$ cat src/rtl/arb_pkg.sv
package arb_pkg;

   typedef enum logic [1:0] {
      BUS_IDLE = 2'd0,
      BUS_BUSY = 2'd1,
      BUS_PARK = 2'd2
   } bus_phase_e;

endpackage

$ cat src/rtl/arb_pick.sv
module arb_pick #(
   parameter int unsigned WIDTH = 4
) (
   input  logic [WIDTH-1:0] cand_i,
   input  logic [WIDTH-1:0] urgent_i,
   output logic [WIDTH-1:0] win_o,
   output logic             any_o
);
   logic [WIDTH-1:0] urg_cand;
   logic [WIDTH-1:0] pool;

   always_comb begin
      urg_cand = cand_i & urgent_i;
      pool     = (urg_cand != '0) ? urg_cand : cand_i;
      win_o    = pool & (~pool + {{(WIDTH-1){1'b0}}, 1'b1});
      any_o    = (cand_i != '0);
   end
endmodule

$ cat src/rtl/arb_age.sv
module arb_age #(
   parameter int unsigned WIDTH = 4,
   parameter int unsigned AGE_W = 4
) (
   input  logic             clk,
   input  logic             rst_n,
   input  logic             round_i,
   input  logic [WIDTH-1:0] req_i,
   input  logic [WIDTH-1:0] win_i,
   input  logic [AGE_W-1:0] limit_i,
   output logic [WIDTH-1:0] urgent_o
);
   localparam logic [AGE_W-1:0] AGE_MAX = {AGE_W{1'b1}};

   for (genvar m = 0; m < WIDTH; m++) begin : g_cnt
      logic [AGE_W-1:0] age_q;

      always_ff @(posedge clk or negedge rst_n) begin
         if (!rst_n) begin
            age_q <= '0;
         end else if (round_i) begin
            if (win_i[m])
               age_q <= '0;
            else if (req_i[m] && age_q != AGE_MAX)
               age_q <= age_q + 1'b1;
         end
      end

      assign urgent_o[m] = (age_q > limit_i);
   end
endmodule

$ cat src/rtl/bus_arbiter_park.sv
module bus_arbiter_park
   import arb_pkg::*;
#(
   parameter int unsigned NUM_MASTERS = 4,
   parameter int unsigned AGE_W       = 4
) (
   input  logic                   clk,
   input  logic                   rst_n,
   input  logic [AGE_W-1:0]       promote_after_i,
   input  logic [NUM_MASTERS-1:0] req_i,
   input  logic [NUM_MASTERS-1:0] rel_i,
   output logic [NUM_MASTERS-1:0] gnt_o,
   output logic                   busy_o
);
   localparam int unsigned N = NUM_MASTERS;

   if (NUM_MASTERS < 2) begin : g_bad_masters
      $error("bus_arbiter_park: NUM_MASTERS must be at least 2");
   end
   if (AGE_W < 1) begin : g_bad_age
      $error("bus_arbiter_park: AGE_W must be at least 1");
   end

   logic [N-1:0] own_q, nxt_q;
   logic         busy_q, nxt_v_q;
   logic [N-1:0] others, win_c, urgent, round_win;
   logic         any_c, rel_own, own_req, round;
   bus_phase_e   phase;

   always_comb begin
      others  = req_i & ~own_q;
      rel_own = |(rel_i & own_q);
      own_req = |(req_i & own_q);
      if (own_q == '0)
         phase = BUS_IDLE;
      else if (busy_q)
         phase = BUS_BUSY;
      else
         phase = BUS_PARK;
   end

   arb_pick #(.WIDTH(N)) i_pick (
      .cand_i   (others),
      .urgent_i (urgent),
      .win_o    (win_c),
      .any_o    (any_c)
   );

   always_comb begin
      round     = 1'b0;
      round_win = win_c;
      unique case (phase)
         BUS_IDLE: round = any_c;
         BUS_PARK: round = any_c;
         BUS_BUSY: begin
            round     = rel_own && nxt_v_q;
            round_win = nxt_q;
         end
         default: round = 1'b0;
      endcase
   end

   arb_age #(.WIDTH(N), .AGE_W(AGE_W)) i_age (
      .clk      (clk),
      .rst_n    (rst_n),
      .round_i  (round),
      .req_i    (req_i),
      .win_i    (round_win),
      .limit_i  (promote_after_i),
      .urgent_o (urgent)
   );

   always_ff @(posedge clk or negedge rst_n) begin
      if (!rst_n) begin
         own_q   <= '0;
         busy_q  <= 1'b0;
         nxt_q   <= '0;
         nxt_v_q <= 1'b0;
      end else begin
         unique case (phase)
            BUS_IDLE: begin
               if (any_c) begin
                  own_q  <= win_c;
                  busy_q <= 1'b1;
               end
               nxt_v_q <= 1'b0;
            end
            BUS_BUSY: begin
               if (rel_own) begin
                  if (nxt_v_q)
                     own_q <= nxt_q;
                  else
                     busy_q <= 1'b0;
                  nxt_v_q <= 1'b0;
               end else begin
                  nxt_q   <= win_c;
                  nxt_v_q <= any_c;
               end
            end
            BUS_PARK: begin
               if (any_c) begin
                  own_q  <= win_c;
                  busy_q <= 1'b1;
               end else if (own_req) begin
                  busy_q <= 1'b1;
               end
               nxt_v_q <= 1'b0;
            end
            default: begin
               own_q   <= '0;
               busy_q  <= 1'b0;
               nxt_v_q <= 1'b0;
            end
         endcase
      end
   end

   assign gnt_o  = own_q;
   assign busy_o = busy_q;
endmodule

$ cat config.mk
export PLATFORM = sky130hd
export DESIGN_NAME = bus_arbiter_park
export DESIGN_NICKNAME = d
export VERILOG_FILES = /design/src/rtl/arb_pkg.sv /design/src/rtl/arb_pick.sv /design/src/rtl/arb_age.sv /design/src/rtl/bus_arbiter_park.sv
export SDC_FILE = /design/constraint.sdc
export NUM_CORES = 1
export LEC_CHECK = 0
export ABC_CLOCK_PERIOD_IN_PS = 4300
export BUFFER_PORTS_ARGS = -buffer_cell sky130_fd_sc_hd__clkbuf_2
export CORE_MARGIN = 4
export CORE_UTILIZATION = 50
export DETAILED_ROUTE_END_ITERATION = 10
export MAX_ROUTING_LAYER = met4
export PLACE_DENSITY = 0.79
export SLEW_MARGIN = 10
export SYNTH_ARGS = -nofsm -noshare
export SYNTH_HDL_FRONTEND = slang
export SYNTH_HIERARCHICAL = 1
export SYNTH_SLANG_ARGS = --single-unit
export TNS_END_PERCENT = 30
$ cat constraint.sdc
create_clock -name clk -period 4.3 [get_ports clk]
set_input_delay 0.645 -clock clk [delete_from_list [all_inputs] [get_ports clk]]
set_output_delay 0.645 -clock clk [all_outputs]
set_load 0.01 [all_outputs]
Yosys cells after proc, flatten, opt, wreduce, memory -nomap -nowiden. Index checks and enable logic that the tools add are counted. Widths: inputs -> output; s select.

Add/sub/neg operators: 5. $mul: 0. Div/mod/pow operators: 0. Magnitude comparators: 4. Eq/ne operators: 12. Shift-type cells: 0. Multiplexer cells: 25. Bitwise gates (word level): 8. Reduce and logical (&&, ||, !) cells: 23.

Operators with widths (number): $mux 4 (13); $add 4x1->4 const B (5); $and 4x4->4 (5); $gt 4x4->1 (4); $ne 4x4->1 const B (4); $reduce_and 2->1 (5); $ne 2x2->1 const B (4); $not 4->4 (2); $pmux 4 s2 (1); $reduce_bool 2->1 (4); $reduce_bool 4->1 (2); $reduce_or 4->1 (2); $mux 1 (7); $logic_and 1x1->1 (5); $logic_not 4->1 (1); $mux 2 (2); $reduce_and 4->1 (1); $ne 3x3->1 const B (1); $pmux 1 s3 (1); $reduce_and 3->1 (1); $eq 2x1->1 const B (1); $eq 2x2->1 const B (1); $logic_not 2->1 (1); $ne 2x1->1 const B (1); 3 further kinds (3).

Bits in registers: 26. Latch bits: 0. Bits in writable memories: 0. Memory bits (read-only): 0. Input port bits: 14. Output and inout port bits: 5. Word-level logic and storage cells: 85. Memories kept: 0.

Longest topological paths before layout.
Depth in word-level cells: 11. Depth in mapped cells: 12. Depth with buffers taken out: 12.

Hierarchy. Netlist, hierarchy kept.

Modules (own cells, without submodules): arb_age (times used 1, cells each 148, area each 1423.9 sq um, seq. area each 400.4 sq um); bus_arbiter_park (times used 1, cells each 41, area each 525.5 sq um, seq. area each 250.2 sq um); arb_pick (times used 1, cells each 18, area each 130.1 sq um, seq. area each 0.0 sq um).

Least setup slack after synthesis. No wires, ideal clock.

Kind: input to register. From: in promote_after_i[1]. To: reg i_age.g_cnt[2].age_q[2]. Library setup time: 77 ps. Arrival: 2491 ps. Required time: 4223 ps. Setup slack: 1731 ps. Cell stages on the path: 11. Buffers on the path: 0. Path through: inv_1 -> ha_1 -> nor2b_1 -> o211ai_1 -> a21oi_1 -> a222oi_1 -> o21ai_0 -> nor3_2 -> mux2_2 -> a41o_2 -> a21oi_1.

Cells in the longest elaborated chain, start to end: 10. Elaborated cells on any way between the ends: 14. Those cells by class: 1 x add/sub; 4 x order compare; 3 x mux; 3 x bitwise; 3 x reduce/logical.

Ends and longest elaborated chain: start: declaration (line bus_arbiter_park.sv:9) `input logic [AGE_W-1:0] promote_after_i,`; $gt 4x4->1 (*) (line arb_age.sv:29) `assign urgent_o[m] = (age_q > limit_i);`; net urgent[1] (line bus_arbiter_park.sv:26) `logic [N-1:0] others, win_c, urgent, round_win;`; $and 4x4->4 (*) (line arb_pick.sv:13) `urg_cand = cand_i & urgent_i;`; $reduce_bool 4->1 (line arb_pick.sv:14) `pool = (urg_cand != '0) ? urg_cand : cand_i;`; $mux 4 (*) (line arb_pick.sv:14); $not 4->4 (line arb_pick.sv:15) `win_o = pool & (~pool + {{(WIDTH-1){1'b0}}, 1'b1});`; $add 4x1->4 (line arb_pick.sv:15); $and 4x4->4 (*) (line arb_pick.sv:15); net win_c[2] (line bus_arbiter_park.sv:26); $mux 4 (*) (line bus_arbiter_park.sv:52) `unique case (phase)`; net round_win[2] (line bus_arbiter_park.sv:26); $reduce_bool 2->1 (no line); $reduce_and 2->1 (no line); end signal: assignment (line arb_age.sv:25) `age_q <= age_q + 1'b1;`; end: declaration (line arb_age.sv:16) `logic [AGE_W-1:0] age_q;`.

Mark *: on every way through the listed nets, which the timed path passes. The rest lies on a longest branch. A chain may end at the register's enable or synchronous reset.

Worst setup path after layout.
From: in promote_after_i[1]. To: reg i_age.g_cnt[2].age_q[1].

The elaborated chain is that of the path after synthesis.

==> flow_metrics.py <==
metrics = {
    "route": {
        "num_vias": 1682,
        "ant_nets": 0,
        "drt_iter0_markers": 154,
        "wl_per_cell_um": 15.9,
        "drc": 0,
        "drt_first_pass_iters": 4,
        "routed_wl_mm": 4.38,
        "vias_per_cell": 6.09,
    },
    "global_routing": {
        "grt_overflow_total": 0,
        "grt_pass1_wl_mm": 7.92,
        "grt_pass1_vias": 1660,
        "antenna_found_initial": 0,
        "groute.usage.overall": 0.193,
        "grt_max_degree": 33,
    },
    "floorplan": {
        "fp.coreArea_um2": 4000,
        "pin_count": 19,
        "rows": 23,
        "dieWidth_um": 72.5,
        "die_area_um2": 5250,
        "die_h_um": 72.5,
        "start_util": 0.520,
    },
    "setup_path": {
        "crit_slowest_cell": "a21oi_1",
        "timing.critical_path.slowest_cell_delay_ns": 0.35,
        "required_ns": 4.48,
        "crit_fanout": 7,
        "cp_top_family": "compound AO/OA/AOI/OAI gates",
        "end_kind": "register",
        "path_cells": "clkbuf_2 -> inv_1 -> ha_1 -> nor2b_1 -> o211ai_1 -> a21oi_1 -> a222oi_1 -> o21ai_0 -> nor3_2 -> mux2_2 -> nor2b_1 -> nand4_1 -> o311ai_2",
        "path_common_cell": "nor2b_1",
        "path_class": "input port to register",
        "cp_data_arrival_time_ns": 2.91,
        "crit_buf_inv": 2,
        "cp-start-kind": "input port",
    },
    "pwr": {
        "peakVddDrop_mv": 0.362,
        "p_sw_mw": 0.830,
        "p_per_area_nw_per_um2": 802,
        "intPower_mw": 1.01,
        "p_leak_nw": 1.03,
        "p_sw_frac": 0.452,
        "clkPwrFrac": 0.113,
        "seqPwrFrac": 0.283,
        "finalPower_mw": 1.84,
        "combPwrFrac": 0.605,
    },
    "logic_synthesis": {
        "netlist_instances": 207,
        "synth.distinct_cells": 34,
        "ys_seq_elements": 26,
        "yosys.area.top_type": "dfrtp_1",
        "yosys_warnings": 6,
        "syn_area_um2": 2080,
        "yosysSeqAreaShare": 0.313,
        "synth_area_leaders": "dfrtp_1 (31%), ha_1 (12%), mux2_2 (6.5%)",
        "avgSynthCellArea_um2": 10.0,
        "synth_top_cell_area_share": 0.313,
        "synth_nets": 241,
    },
    "clocking": {
        "cts_tree": "yes",
        "clock_sinks": 26,
        "cts_buffer_depth": 2,
        "postCtsHoldBufs": 0,
        "path_clk_slew_ns": 0.09,
        "cts_buffers": 3,
        "ctsHtreeMaxLevel": 1,
        "cts_setup_buffers": 0,
        "insertion_delay_ns": 0.28,
        "cts_resized": 0,
        "cts_root_buffer": "clkbuf_8",
    },
    "cells_and_area": {
        "area_delta_synth_final_pct": 10.0,
        "n_antenna_cell": 0,
        "design_area_um2": 2290,
        "layout.cells.non_filler": 276,
        "postLayoutCoreUtil": 0.572,
        "drive_gt1_frac": 0.288,
        "nets": 261,
    },
    "placed_design": {
        "dp_slack_ns": 1.29,
        "place_area_um2": 2220,
        "port_buffers": 18,
        "gp_congestion": 0.853,
        "dpl.cell_count": 272,
        "dpl.hpwl_mm": 3.26,
    },
    "sta": {
        "setup_violations": 0,
        "fin_crit_ns": 2.73,
        "setup_slack_ns": 1.57,
        "setup-tns-final_ns": 0,
        "grt_setup_unrepaired": "no",
        "finalHoldViolations": 0,
        "hold_slack_ns": 0.387,
        "tightest_slew_ns": 0.909,
        "max_freq_ghz": 0.367,
        "report.final.slew_viol_count": 0,
        "relSlewSlack": 0.394,
        "post-route-period-util": 0.634,
        "finClkSkew_ns": 0.00233,
    },
    "run_status": {
        "status": "finished, final reports clean",
    },
    "run": {
        "cap_violations": 0,
    },
    "hold_path": {
        "min-delay-path-class": "input port to async pin",
    },
}
[cell type report]
class | count | area (um2)
Clock buffer | 3 | 41.3
Clock inverter | 1 | 30.0
Inverter | 20 | 75.1
Tap cell | 50 | 62.6
Sequential cell | 26 | 651
Fill cell | 350 | 1710
Timing Repair Buffer | 18 | 90.1
Multi-Input combinational cell | 158 | 1340
[power groups by stage]
stage,logic [mW],clock network (mW),registers (mW)
2_1_floorplan,0.907,0,0.489
3_3_place_gp,1.07,0,0.519
3_5_place_dp,1.11,0,0.521
4_1_cts,1.12,0.211,0.517
5_1_grt,1.25,0.220,0.539
6_report,1.11,0.207,0.519
[metal layers]
layer	wire, um	share of wire	GRT usage
met1	1930	0.44	0.247
met3	187	0.043	0.0305
met5	0	0	-
met2	2220	0.51	0.317
met4	48	0.011	0.0574
[synthesized netlist by cell type (all sizes together)]
master   n
o21a     2
a211oi   3
a221oi   1
a31oi    4
nand2    5
o311ai   8
and2b    1
a41o     4
dfrtp   26
nor3     2
a21boi   1
and4     6
buf      3
mux2    12
a22oi    4
and2     4
o41ai    1
ha      20
nand2b   8
o211ai   2
nor2b   12
nor2     9
o21ai    6
a21oi   20
a31o     4
nand3    5
a222oi   3
nand4   10
or4      1
inv     20
[layout by cell type, fill, tap and decap left out, types with 6 or more instances in the layout]
| master | count |
|---|---|
| o311ai_2 | 8 |
| mux2_2 | 12 |
| a21oi_1 | 18 |
| nor2_1 | 9 |
| nand2b_1 | 8 |
| clkbuf_2 | 18 |
| nor2b_1 | 12 |
| ha_1 | 20 |
| o21ai_0 | 6 |
| nand4_1 | 10 |
| inv_1 | 20 |
| dfrtp_1 | 26 |
[path summary, 6_finish.rpt]
path                       cells past startpoint                      end  slack [ns]               startpoint
max in group asynchronous                      1  i_age/g_cnt[0].age_q[3]        3.48                    rst_n
hold reg to reg                                1                 nxt_q[1]        0.51                 nxt_q[1]
hold / removal                                 1                 nxt_q[3]        0.39                    rst_n
min in group clk                               1                 nxt_q[1]        0.51                 nxt_q[1]
setup reg to reg                              11  i_age/g_cnt[2].age_q[1]        1.64  i_age/g_cnt[1].age_q[1]
setup / recovery                              13  i_age/g_cnt[2].age_q[1]        1.57       promote_after_i[1]
[state kept, by name, indices dropped and copies added (netlist names)]
signal and cells:
i_age/g_cnt.age_q 16, nxt_q 4, nxt_v_q 1, busy_o 1
gnt_o 4
[logic make-up (layout without fill, tap and decap cells)]
family                     Yosys count  count (layout)  share of synthesized area
AOI/OAI and AO/OA                   63              63                      0.257
adders and majority gates           20              20                      0.120
muxes                               12              12                     0.0650
and+or+nand+nor                     63              63                      0.202
DFF                                 26              26                      0.313
buffers and inverters               23              42                     0.0433
No activity file was read; power rests on OpenSTA's default activity.
